$ cat config.mk
export PLATFORM = sky130hd
export DESIGN_NAME = evslot_mux
export DESIGN_NICKNAME = d
export VERILOG_FILES = /design/src/rtl/evslot_pkg.sv /design/src/rtl/evslot_phase.sv /design/src/rtl/evslot_arb.sv /design/src/rtl/evslot_fmt.sv /design/src/rtl/evslot_mux.sv
export SDC_FILE = /design/constraint.sdc
export NUM_CORES = 1
export LEC_CHECK = 0
export CORE_ASPECT_RATIO = 0.5
export CORE_MARGIN = 4
export CORE_UTILIZATION = 25
export DETAILED_ROUTE_END_ITERATION = 6
export PLACE_DENSITY = 0.51
export SYNTH_ARGS = -nofsm -noshare
export SYNTH_HDL_FRONTEND = slang
export SYNTH_SLANG_ARGS = --single-unit
$ cat constraint.sdc
create_clock -name clk -period 2.2 [get_ports clk]
set_clock_uncertainty 0.1 [all_clocks]
set_input_delay 0.44 -clock clk [delete_from_list [all_inputs] [get_ports clk]]
set_output_delay 0.44 -clock clk [all_outputs]
set_load 0.1 [all_outputs]
$ cat src/rtl/evslot_pkg.sv
// Package: shared constants and character type for the event-slot selector.
// Assumes the Dx.y naming maps to the byte (y << 5) | x.
package evslot_pkg;

    // Character as handed to the line encoder
    typedef struct packed {
        logic       is_k;
        logic [7:0] val;
    } slot_char_t;

    // Build the byte value of character x.y
    function automatic logic [7:0] char_of(input int unsigned x, input int unsigned y);
        return 8'(((y & 7) << 5) | (x & 31));
    endfunction

    localparam logic [7:0] NULL_BYTE   = char_of(0, 0);   // D00.0
    localparam logic [7:0] COMMA_BYTE  = char_of(28, 5);  // K28.5
    localparam logic [7:0] BEACON_BYTE = char_of(30, 3);  // D30.3

endpackage

$ cat src/rtl/evslot_phase.sv
// Module: slot grid counter.
// Counts slots modulo SYNC_PERIOD from reset; grid_slot is high when the
// slot being formed at the next edge sits on the comma grid.
module evslot_phase #(
    parameter int SYNC_PERIOD = 4
) (
    input  logic clk,
    input  logic rst_n,
    output logic grid_slot
);
    localparam int PHASE_W = (SYNC_PERIOD > 1) ? $clog2(SYNC_PERIOD) : 1;
    localparam logic [PHASE_W-1:0] LAST = PHASE_W'(SYNC_PERIOD - 1);

    logic [PHASE_W-1:0] phase_q;

    // Advance the slot phase, wrapping at the grid period
    always_ff @(posedge clk) begin
        if (!rst_n)              phase_q <= '0;
        else if (phase_q == LAST) phase_q <= '0;
        else                     phase_q <= phase_q + 1'b1;
    end

    assign grid_slot = (phase_q == '0);
endmodule

$ cat src/rtl/evslot_arb.sv
// Module: event arbiter with one-entry holding register.
// Priority per slot: beacon, then held code, then new user code.
// Reserved user codes (null and beacon) are discarded on entry.
module evslot_arb #(
    parameter int CODE_W = 8,
    parameter logic [CODE_W-1:0] BEACON = CODE_W'(8'h7E)
) (
    input  logic              clk,
    input  logic              rst_n,
    input  logic              bcn_req,
    input  logic              usr_vld,
    input  logic [CODE_W-1:0] usr_code,
    output logic              ev_vld,
    output logic [CODE_W-1:0] ev_code,
    output logic              ovf
);
    logic              hold_full_q, hold_full_d;
    logic [CODE_W-1:0] hold_code_q, hold_code_d;
    logic              ovf_q, ovf_set;
    logic              usr_ok;

    // Screen out reserved user codes
    assign usr_ok = usr_vld && (usr_code != '0) && (usr_code != BEACON);

    // Pick this slot's event and next holding-register contents
    always_comb begin
        ev_vld      = 1'b0;
        ev_code     = '0;
        hold_full_d = hold_full_q;
        hold_code_d = hold_code_q;
        ovf_set     = 1'b0;
        if (bcn_req) begin
            ev_vld  = 1'b1;
            ev_code = BEACON;
            if (usr_ok) begin
                if (hold_full_q) ovf_set = 1'b1;
                else begin
                    hold_full_d = 1'b1;
                    hold_code_d = usr_code;
                end
            end
        end else if (hold_full_q) begin
            ev_vld      = 1'b1;
            ev_code     = hold_code_q;
            hold_full_d = usr_ok;
            if (usr_ok) hold_code_d = usr_code;
        end else if (usr_ok) begin
            ev_vld  = 1'b1;
            ev_code = usr_code;
        end
    end

    // Holding register and sticky overflow state
    always_ff @(posedge clk) begin
        if (!rst_n) begin
            hold_full_q <= 1'b0;
            hold_code_q <= '0;
            ovf_q       <= 1'b0;
        end else begin
            hold_full_q <= hold_full_d;
            hold_code_q <= hold_code_d;
            ovf_q       <= ovf_q | ovf_set;
        end
    end

    assign ovf = ovf_q;
endmodule

$ cat src/rtl/evslot_fmt.sv
// Module: output character register.
// Turns the chosen event, or its absence, into comma or null per grid.
module evslot_fmt
    import evslot_pkg::*;
(
    input  logic       clk,
    input  logic       rst_n,
    input  logic       grid_slot,
    input  logic       ev_vld,
    input  logic [7:0] ev_code,
    output logic [7:0] ch_byte,
    output logic       ch_is_k
);
    slot_char_t nxt, cur_q;

    // Choose event, comma or null for this slot
    always_comb begin
        if (ev_vld)         nxt = '{is_k: 1'b0, val: ev_code};
        else if (grid_slot) nxt = '{is_k: 1'b1, val: COMMA_BYTE};
        else                nxt = '{is_k: 1'b0, val: NULL_BYTE};
    end

    // Register the character for the encoder
    always_ff @(posedge clk) begin
        if (!rst_n) cur_q <= '{is_k: 1'b0, val: NULL_BYTE};
        else        cur_q <= nxt;
    end

    assign ch_byte = cur_q.val;
    assign ch_is_k = cur_q.is_k;
endmodule

$ cat src/rtl/evslot_mux.sv
// Module: event-slot character selector (top).
// One character per clock; commas on a fixed grid, events override them.
module evslot_mux
    import evslot_pkg::*;
#(
    parameter int SYNC_PERIOD = 4
) (
    input  logic       clk,
    input  logic       rst_n,
    input  logic       bcn_req,
    input  logic       usr_vld,
    input  logic [7:0] usr_code,
    output logic [7:0] ch_byte,
    output logic       ch_is_k,
    output logic       ovf
);
    logic       grid_slot;
    logic       ev_vld;
    logic [7:0] ev_code;

    evslot_phase #(.SYNC_PERIOD(SYNC_PERIOD)) u_phase (
        .clk(clk), .rst_n(rst_n), .grid_slot(grid_slot)
    );

    evslot_arb #(.CODE_W(8), .BEACON(BEACON_BYTE)) u_arb (
        .clk(clk), .rst_n(rst_n), .bcn_req(bcn_req), .usr_vld(usr_vld),
        .usr_code(usr_code), .ev_vld(ev_vld), .ev_code(ev_code), .ovf(ovf)
    );

    evslot_fmt u_fmt (
        .clk(clk), .rst_n(rst_n), .grid_slot(grid_slot), .ev_vld(ev_vld),
        .ev_code(ev_code), .ch_byte(ch_byte), .ch_is_k(ch_is_k)
    );
endmodule

==> results of run 1 <==
==> metal layers <==
metal	track usage, %	vias up	share of wire (%)
li1	-	408	-
met1	12.4	374	50
met2	14.7	8	46
met3	2.35	2	2.7
met4	1.44	0	0.71
met5	0	-	0
==> report_power, final <==
group          switching [mW]  total [mW]  internal (mW)
Sequential             0.0155       0.425          0.409
Combinational           0.164       0.253         0.0893
Clock                   0.122       0.250          0.129
Total                   0.301       0.929          0.628
==> through the flow <==
step                      utilization [%]  hold WS (ns)
after global routing                 37.7         0.374
after global placement               36.4         0.337
after floorplan                         -         0.325
after CTS                            37.7         0.353
after detailed placement             36.4         0.342
final                                37.7         0.347
==> path summary, 6_finish.rpt <==
path / endpoint
hold / removal: u_phase.phase_q[0]
hold reg to reg: u_phase.phase_q[0]
setup / recovery: u_fmt.ch_byte[2]
setup reg to reg: u_arb.hold_code_q[4]
==> final cells by class <==
type | instances | area [um2]
sequential | 21 | 420
multi-input combinational | 66 | 469
timing repair buffer | 37 | 305
clock buffer | 4 | 45.0
fill | 382 | 2180
inverter | 3 | 11.3
tap | 51 | 63.8
==> sequential cells by signal, summed over array words and instances (netlist names) <==
| register | cells |
|---|---|
| u_arb.hold_code_q | 8 |
| u_fmt.ch_byte | 8 |
| u_fmt.ch_is_k | 1 |
| u_arb.hold_full_q | 1 |
| u_phase.phase_q | 2 |
| u_arb.ovf | 1 |
==> cell families after synthesis <==
logic type	count (synthesis)	synth area share (%)
AND/OR/NAND/NOR	36	19.1
flip-flops	21	45.5
AO/OA/AOI/OAI	19	19.4
buffers and inverters	9	3.66
multiplexers	8	8.67
adder cells (fa/ha/maj)	2	2.71
XOR/XNOR	1	0.949
==> cell usage after synthesis <==
cell type / number
nand2_1: 21
a41oi_1: 1
dfxtp_1: 21
nand3_2: 1
nand2b_1: 1
xor2_1: 1
nand4_1: 1
o41a_4: 1
a21oi_1: 4
a221o_1: 4
a21boi_0: 2
inv_1: 3
nor2_1: 3
nand3_1: 1
buf_1: 1
a21o_1: 4
mux2i_1: 8
nor2b_1: 1
nand3b_1: 2
and3b_1: 2
o21bai_1: 1
clkbuf_1: 5
a2111oi_4: 1
o2111ai_1: 1
nor4_1: 2
nor3b_1: 1
ha_1: 2
==> flow_metrics.env, run 1 <==
export IMPL_status="complete, no violations"
export IMPL_fin_nets=146
export IMPL_clockBufferDepth=2
export IMPL_synth_nets=110
export IMPL_cts_resized=0
export IMPL_power_density_nw_per_um2=706
export IMPL_seq_area_frac_synth_pct=45.5
export IMPL_leakage_nw=0.600
export IMPL_cts_root_buf="clkbuf_8"
export IMPL_clk_pin_slew_worst_paths_ns=0.08
export IMPL_synth_top_cell_area_share_pct=45.5
export IMPL_worstPathArrival_ns=2.10
export IMPL_cts_hold_buffers=0
export IMPL_fmax_mhz=488
export IMPL_finalSetupViolCount=0
export IMPL_gp_congestion=0.680
export IMPL_drive_above_1_share_pct=24.4
export IMPL_final_cell_mix="buf_4, nand2_1, dfxtp_1"
export IMPL_grt_usage_pct=9.08
export IMPL_antenna_left=0
export IMPL_cp_top_family="compound AO/OA/AOI/OAI gates"
export IMPL_first_pass_iters=4
export IMPL_insertion_delay_ns=0.26
export IMPL_worstSetupPathType="in -> reg"
export IMPL_postPlaceCellArea_um2=1270
export IMPL_core_um2=3490
export IMPL_instances_no_fill=182
export IMPL_grt_pass1_vias=738
export IMPL_cts_tree="done"
export IMPL_hp_start="u_phase.phase_q[0]"
export IMPL_rsz0062_at_grt="false"
export IMPL_grt_overflow=0
export IMPL_power_mw=0.929
export IMPL_die_area_um2=4790
export IMPL_ir_worst_vdd_uv=183
export IMPL_wl_per_cell_um=11.6
export IMPL_reg2reg_slack_ns=0.73
export IMPL_drc=0
export IMPL_grt_pass1_wl_um=3480
export IMPL_synth_seq_cells=21
export IMPL_fp_dieH_um=51.0
export IMPL_synthDistinctLibCells=27
export IMPL_final_common_cell="buf_4"
export IMPL_ys_warn_count=0
export IMPL_slowest_delay_ns=0.49
export IMPL_min_period_ns=2.05
export IMPL_cap_violations=0
export IMPL_hpwl_um=1620
export IMPL_worstPathCellList="clkdlybuf4s50_1 > nand4_1 > o41a_4 > and3b_1 > a221o_1"
export IMPL_worst_slew_pin_slew_ns=0.383
export IMPL_ioPinCount=22
export IMPL_ys_top_cells_by_area="dfxtp_1, mux2i_1, nand2_1"
export IMPL_timing_critical_path_from="usr_code[2]"
export IMPL_hold_path_class="reg -> reg"
export IMPL_reg2reg_from="u_arb.hold_full_q"
export IMPL_wl_um=2110
export IMPL_diodes=0
export IMPL_syn2layout_area_growth_pct=42.4
export IMPL_end_kind="flip-flop"
export IMPL_dp_slack_ns=-0.139
export IMPL_avgSynthCellArea_um2=9.62
export IMPL_worstHoldPathCells=1
export IMPL_tns_ns=0
export IMPL_setup_ws_ns=0.151
export IMPL_htreeDepth=1
export IMPL_crit_required_ns=2.25
export IMPL_clkSinkCount=21
export IMPL_hold_viol_final=0
export IMPL_synth_top_cell_by_area="dfxtp_1"
export IMPL_cp_slowest_cell="clkdlybuf4s50_1"
export IMPL_rows=15
export IMPL_io_buffer_count=21
export IMPL_min_period_over_period_pct=93.1
export IMPL_relSlewSlack_pct=74.5
export IMPL_final_area_um2=1320
export IMPL_syn_area_um2=923
export IMPL_via_per_inst=4.35
export IMPL_die_w_um=94.0
export IMPL_post_cts_setup_buffer_count=0
export IMPL_drv_slew=0
export IMPL_path_max_fanout=4
export IMPL_cp_depth=5
export IMPL_vias=792
export IMPL_first_iter_violations=26
export IMPL_dpl_cell_count=178
export IMPL_cts_buffers=3
export IMPL_path_buf_inv=1
export IMPL_initial_core_util_pct=26.5
export IMPL_startpoint_type="input port"
export IMPL_grt_antenna_before_repair=0
export IMPL_grt_start_max_net_pins=29
export IMPL_worstRegToRegCells=3
export IMPL_netlist_instances=96
Note: power is estimated with default switching activity, not from simulation.
==> inputs of run 2 (changes only) <==
==> constraint.sdc (replaced) <==
create_clock -name clk -period 2.1 [get_ports clk]
set_clock_uncertainty 0.1 [all_clocks]
set_input_delay 0.42 -clock clk [delete_from_list [all_inputs] [get_ports clk]]
set_output_delay 0.42 -clock clk [all_outputs]
set_load 0.1 [all_outputs]
==> run 2 against run 1 <==
  * Non-clock buffer count rose by 2
  * Total power rose by 5.6%
  * Sequential power rose by 4.7%
  * Register-to-register slack got worse by 0.07 ns
  * Routed wire length rose by 1.2%
  * Clock-buffer cell count did not move
  * Clock power rose by 6%
  * Critical endpoint is now u_fmt.ch_byte[3]
  * Largest cell class unchanged
  * Largest power group unchanged
==> flow_metrics.env, run 2 (synthesis results as in run 1) <==
export IMPL_dpl_cell_count=180
export IMPL_die_area_um2=4790
export IMPL_diodes=0
export IMPL_fp_dieH_um=51.0
export IMPL_clk_pin_slew_worst_paths_ns=0.07
export IMPL_switchingPower_mw=0.319
export IMPL_insertion_delay_ns=0.26
export IMPL_min_to="u_phase.phase_q[0]"
export IMPL_worstSetupPathType="in -> reg"
export IMPL_end_kind="flip-flop"
export IMPL_final_cell_mix="buf_4, nand2_1, dfxtp_1"
export IMPL_min_period_over_period_pct=96.6
export IMPL_rows=15
export IMPL_grt_overflow=0
export IMPL_cts_resized=0
export IMPL_grt_pass1_wl_um=3510
export IMPL_r2r_end="u_arb.hold_code_q[5]"
export IMPL_cap_violations=0
export IMPL_initial_core_util_pct=26.5
export IMPL_power_density_nw_per_um2=733
export IMPL_netSwitchingFraction_pct=32.5
export IMPL_grt_pass1_vias=776
export IMPL_worstRegToRegCells=3
export IMPL_first_pass_iters=4
export IMPL_die_w_um=94.0
export IMPL_syn2layout_area_growth_pct=44.9
export IMPL_p_int_mw=0.661
export IMPL_antenna_left=0
export IMPL_core_um2=3490
export IMPL_gp_congestion=0.710
export IMPL_fillerInstances=367
export IMPL_worst_slew_pin_slew_ns=0.403
export IMPL_slowest_delay_ns=0.48
export IMPL_final_common_cell="buf_4"
export IMPL_wl_um=2140
export IMPL_first_iter_violations=26
export IMPL_hold_path_class="reg -> reg"
export IMPL_clkSinkCount=21
export IMPL_rsz0062_at_grt="false"
export IMPL_crit_required_ns=2.15
export IMPL_power_mw=0.980
export IMPL_worstPathCellList="clkdlybuf4s50_1 > nand4_1 > o41a_4 > and3b_1 > a221o_1"
export IMPL_via_per_inst=4.38
export IMPL_whs_ns=0.357
export IMPL_ir_worst_vdd_uv=217
export IMPL_combPwrFrac_pct=27.6
export IMPL_relSlewSlack_pct=73.1
export IMPL_hold_viol_final=0
export IMPL_post_cts_setup_buffer_count=0
export IMPL_wl_per_cell_um=11.6
export IMPL_drive_above_1_share_pct=25.6
export IMPL_p_clk_share_pct=27.0
export IMPL_cts_root_buf="clkbuf_8"
export IMPL_grt_antenna_before_repair=0
export IMPL_drv_slew=0
export IMPL_cts_hold_buffers=0
export IMPL_cp_slowest_cell="clkdlybuf4s50_1"
export IMPL_grt_usage_pct=9.36
export IMPL_clockBufferDepth=2
export IMPL_worstHoldPathCells=1
export IMPL_io_buffer_count=21
export IMPL_fmax_mhz=493
export IMPL_min_period_ns=2.03
export IMPL_cp_top_family="compound AO/OA/AOI/OAI gates"
export IMPL_instances_no_fill=184
export IMPL_reg2reg_slack_ns=0.66
export IMPL_path_buf_inv=1
export IMPL_vias=806
export IMPL_ioPinCount=22
export IMPL_tns_ns=0
export IMPL_fin_nets=148
export IMPL_status="complete, no violations"
export IMPL_startpoint_type="input port"
export IMPL_finalSetupViolCount=0
export IMPL_hp_start="u_phase.phase_q[0]"
export IMPL_path_max_fanout=4
export IMPL_hpwl_um=1680
export IMPL_reg2reg_from="u_arb.hold_full_q"
export IMPL_htreeDepth=1
export IMPL_drc=0
export IMPL_grt_start_max_net_pins=17
export IMPL_leakage_nw=0.610
export IMPL_pwr_share_seq_pct=45.4
export IMPL_cts_tree="done"
export IMPL_cts_buffers=3
export IMPL_worstPathArrival_ns=2.08
## run 2: how the worst max path moves through the flow
stage,start,cells after the start,to
after global placement,usr_code[6],5,u_fmt.ch_byte[3]
after detailed placement,usr_code[2],6,u_arb.hold_code_q[5]
after global routing,usr_code[2],5,u_fmt.ch_byte[3]
final,usr_code[2],5,u_fmt.ch_byte[3]
after CTS,usr_code[2],6,u_arb.hold_code_q[5]
after floorplan,usr_code[2],4,u_fmt.ch_byte[2]
## run 2: cell type report
class | count | area, um2 | share of cell area (%)
tap | 51 | 63.8 | 4.77
sequential | 21 | 420 | 31.4
timing repair buffer | 39 | 320 | 23.9
clock buffer | 4 | 45.0 | 3.37
multi-input combinational | 66 | 477 | 35.6
inverter | 3 | 11.3 | 0.842
## run 2: power by group through the flow
stage	clock [mW]	sequential, mW	combinational [mW]
2_1_floorplan	0	0.550	0.0820
3_3_place_gp	0	0.455	0.269
3_5_place_dp	0	0.455	0.271
4_1_cts	0.277	0.446	0.271
5_1_grt	0.295	0.449	0.290
6_report	0.264	0.445	0.271
## run 2: per-stage QoR
stage	setup slack (ns)	utilization (%)	instance area [um2]
after floorplan	0.337	-	923
after global placement	-0.189	36.8	1280
final	0.0707	38.3	1340
after detailed placement	-0.237	36.8	1280
after CTS	0.0443	38.1	1330
after global routing	0.0147	38.3	1340
## run 2: routing by layer
layer | wire, um | global-route usage (%) | part of all wire, % | up-vias
li1 | - | - | - | 415
met1 | 1060 | 11.7 | 49 | 382
met2 | 1000 | 15.4 | 47 | 7
met3 | 60 | 3.09 | 2.8 | 2
met4 | 17 | 2.88 | 0.80 | 0
met5 | 0 | 0 | 0 | -
## run 2: worst register-to-register path, stage by stage (launching register included)
cell and delay, ns:
dfxtp_1 0.57, xor2_1 0.28, nand3_4 0.21, mux2i_1 0.17
==> inputs of run 3 (changes only) <==
--- a/config.mk
+++ b/config.mk
@@ -5,11 +5,13 @@
 export SDC_FILE = /design/constraint.sdc
 export NUM_CORES = 1
 export LEC_CHECK = 0
+export CELL_PAD_IN_SITES_DETAIL_PLACEMENT = 0
+export CELL_PAD_IN_SITES_GLOBAL_PLACEMENT = 1
 export CORE_ASPECT_RATIO = 0.5
 export CORE_MARGIN = 4
 export CORE_UTILIZATION = 25
 export DETAILED_ROUTE_END_ITERATION = 6
-export PLACE_DENSITY = 0.51
+export PLACE_DENSITY = 0.62
 export SYNTH_ARGS = -nofsm -noshare
 export SYNTH_HDL_FRONTEND = slang
 export SYNTH_SLANG_ARGS = --single-unit
==> run 3 against run 2 <==
  * Non-clock buffer count increased by 4
  * Clock power about the same
  * Critical path depth unchanged
  * Worst hold slack about the same
  * Sequential power about the same
  * Core utilization increased by 1.4 points
  * Cell area increased by 3.6%
  * Routed wire length increased by 1.1%
  * Register-to-register slack improved by 0.03 ns
  * First-iteration DRC count decreased by 50%
  * Setup slack improved by 0.016 ns
  * Total power increased by 0.80%
  * Largest power group unchanged
==> flow_metrics.env, run 3 (synthesis results as in run 1) <==
export IMPL_cp_slowest_cell="o41a_4"
export IMPL_cap_violations=0
export IMPL_clockBufferDepth=2
export IMPL_hold_path_class="reg -> reg"
export IMPL_status="complete, no violations"
export IMPL_rows=15
export IMPL_worstRegToRegCells=4
export IMPL_fp_dieH_um=51.0
export IMPL_core_um2=3490
export IMPL_syn2layout_area_growth_pct=50.1
export IMPL_grt_pass1_vias=765
export IMPL_cts_tree="done"
export IMPL_diodes=0
export IMPL_final_cell_mix="buf_4, nand2_1, dfxtp_1"
export IMPL_worstSetupPathType="in -> reg"
export IMPL_worst_slew_pin_slew_ns=0.380
export IMPL_hpwl_um=1690
export IMPL_worstHoldPathCells=1
export IMPL_min_period_over_period_pct=95.9
export IMPL_slowest_delay_ns=0.54
export IMPL_hold_viol_final=0
export IMPL_fillerInstances=370
export IMPL_multi_input_area_um2=475
export IMPL_clk_pin_slew_worst_paths_ns=0.07
export IMPL_wl_um=2160
export IMPL_drive_above_1_share_pct=28.5
export IMPL_cp_top_family="compound AO/OA/AOI/OAI gates"
export IMPL_startpoint_type="input port"
export IMPL_drc=0
export IMPL_first_pass_iters=4
export IMPL_fmax_mhz=497
export IMPL_regArea_um2=420
export IMPL_post_cts_setup_buffer_count=0
export IMPL_via_per_inst=4.30
export IMPL_finalSetupViolCount=0
export IMPL_antenna_left=0
export IMPL_reg2reg_slack_ns=0.69
export IMPL_gp_congestion=0.692
export IMPL_min_period_ns=2.01
export IMPL_grt_antenna_before_repair=0
export IMPL_crit_required_ns=2.20
export IMPL_relSlewSlack_pct=74.7
export IMPL_path_buf_inv=2
export IMPL_dp_slack_ns=-0.230
export IMPL_drv_slew=0
export IMPL_path_max_fanout=5
export IMPL_final_common_cell="buf_4"
export IMPL_dpl_cell_count=184
export IMPL_initial_core_util_pct=26.5
export IMPL_end_kind="flip-flop"
export IMPL_grt_overflow=0
export IMPL_whs_ns=0.357
export IMPL_rsz0062_at_grt="false"
export IMPL_cts_buffers=3
export IMPL_grt_start_max_net_pins=16
export IMPL_cts_root_buf="clkbuf_8"
export IMPL_fin_nets=152
export IMPL_worstPathCellList="clkdlybuf4s50_1 > o41a_4 > a2111oi_4 > buf_4 > a221o_1"
export IMPL_ioPinCount=22
export IMPL_first_iter_violations=13
export IMPL_setup_ws_ns=0.0864
export IMPL_io_buffer_count=21
export IMPL_insertion_delay_ns=0.26
export IMPL_instances_no_fill=188
export IMPL_power_density_nw_per_um2=713
export IMPL_leakage_nw=0.661
export IMPL_grt_usage_pct=9.14
export IMPL_htreeDepth=1
export IMPL_power_mw=0.988
export IMPL_wl_per_cell_um=11.5
export IMPL_die_area_um2=4790
export IMPL_ir_worst_vdd_uv=179
export IMPL_grt_pass1_wl_um=3480
export IMPL_cp_depth=5
export IMPL_die_w_um=94.0
export IMPL_clkSinkCount=21
export IMPL_worstPathArrival_ns=2.11
export IMPL_vias=809
## run 3: cell count changes in the layout (fill, tap and decap cells not counted), sizes merged
| cell | change |
|---|---|
| clkdlybuf4s50 | -3 |
| buf | +4 |
| dlymetal6s2s | +3 |
## run 3: through the flow
stage,area [um2],utilization (%),setup TNS (ns)
6_report,1390,39.7,0
5_1_grt,1390,39.7,0
4_1_cts,1370,39.3,0
3_5_place_dp,1330,38.0,-2.76
3_3_place_gp,1330,38.0,-2.27
2_1_floorplan,923,-,0
## run 3: layout make-up
cell class | count | area share (%)
Timing Repair Buffer | 43 | 26.7
Sequential cell | 21 | 30.3
Inverter | 3 | 0.812
Tap cell | 51 | 4.60
Clock buffer | 4 | 3.25
Multi-Input combinational cell | 66 | 34.3
## run 3: repair_timing
action | 4_1_cts | 5_1_grt
hold buffers | 0 | 0
gates resized for setup | 0 | 4
setup endpoints to repair | 0 | 11
endpoints found under the hold margin | 0 | 0
## run 3: power breakdown
part / internal (mW) / switching [mW]
Clock: 0.135 / 0.126
Combinational: 0.106 / 0.176
Sequential: 0.429 / 0.0157
Total: 0.670 / 0.318
## run 3: worst register-to-register path, cell delays in order, from the launching register on
cell and delay, ns:
dfxtp_1 0.55, xor2_1 0.21, nand3_2 0.15, buf_4 0.18, mux2i_1 0.11
## run 3: final timing paths
path,start,endpoint
worst min register to register,u_phase.phase_q[0],u_phase.phase_q[0]
worst max register to register,u_arb.hold_full_q,u_arb.hold_code_q[7]
worst min-delay path,u_phase.phase_q[0],u_phase.phase_q[0]
worst max-delay path,usr_code[0],u_fmt.ch_byte[4]
## run 3: per-layer routing
layer  vias to the layer above  GRT usage, %  part of all wire, %
li1                        421             -                    -
met1                       380          11.8                   50
met2                         6          15.2                   47
met3                         2          3.09                  2.3
met4                         0          1.44                 0.74
met5                         -             0                    0
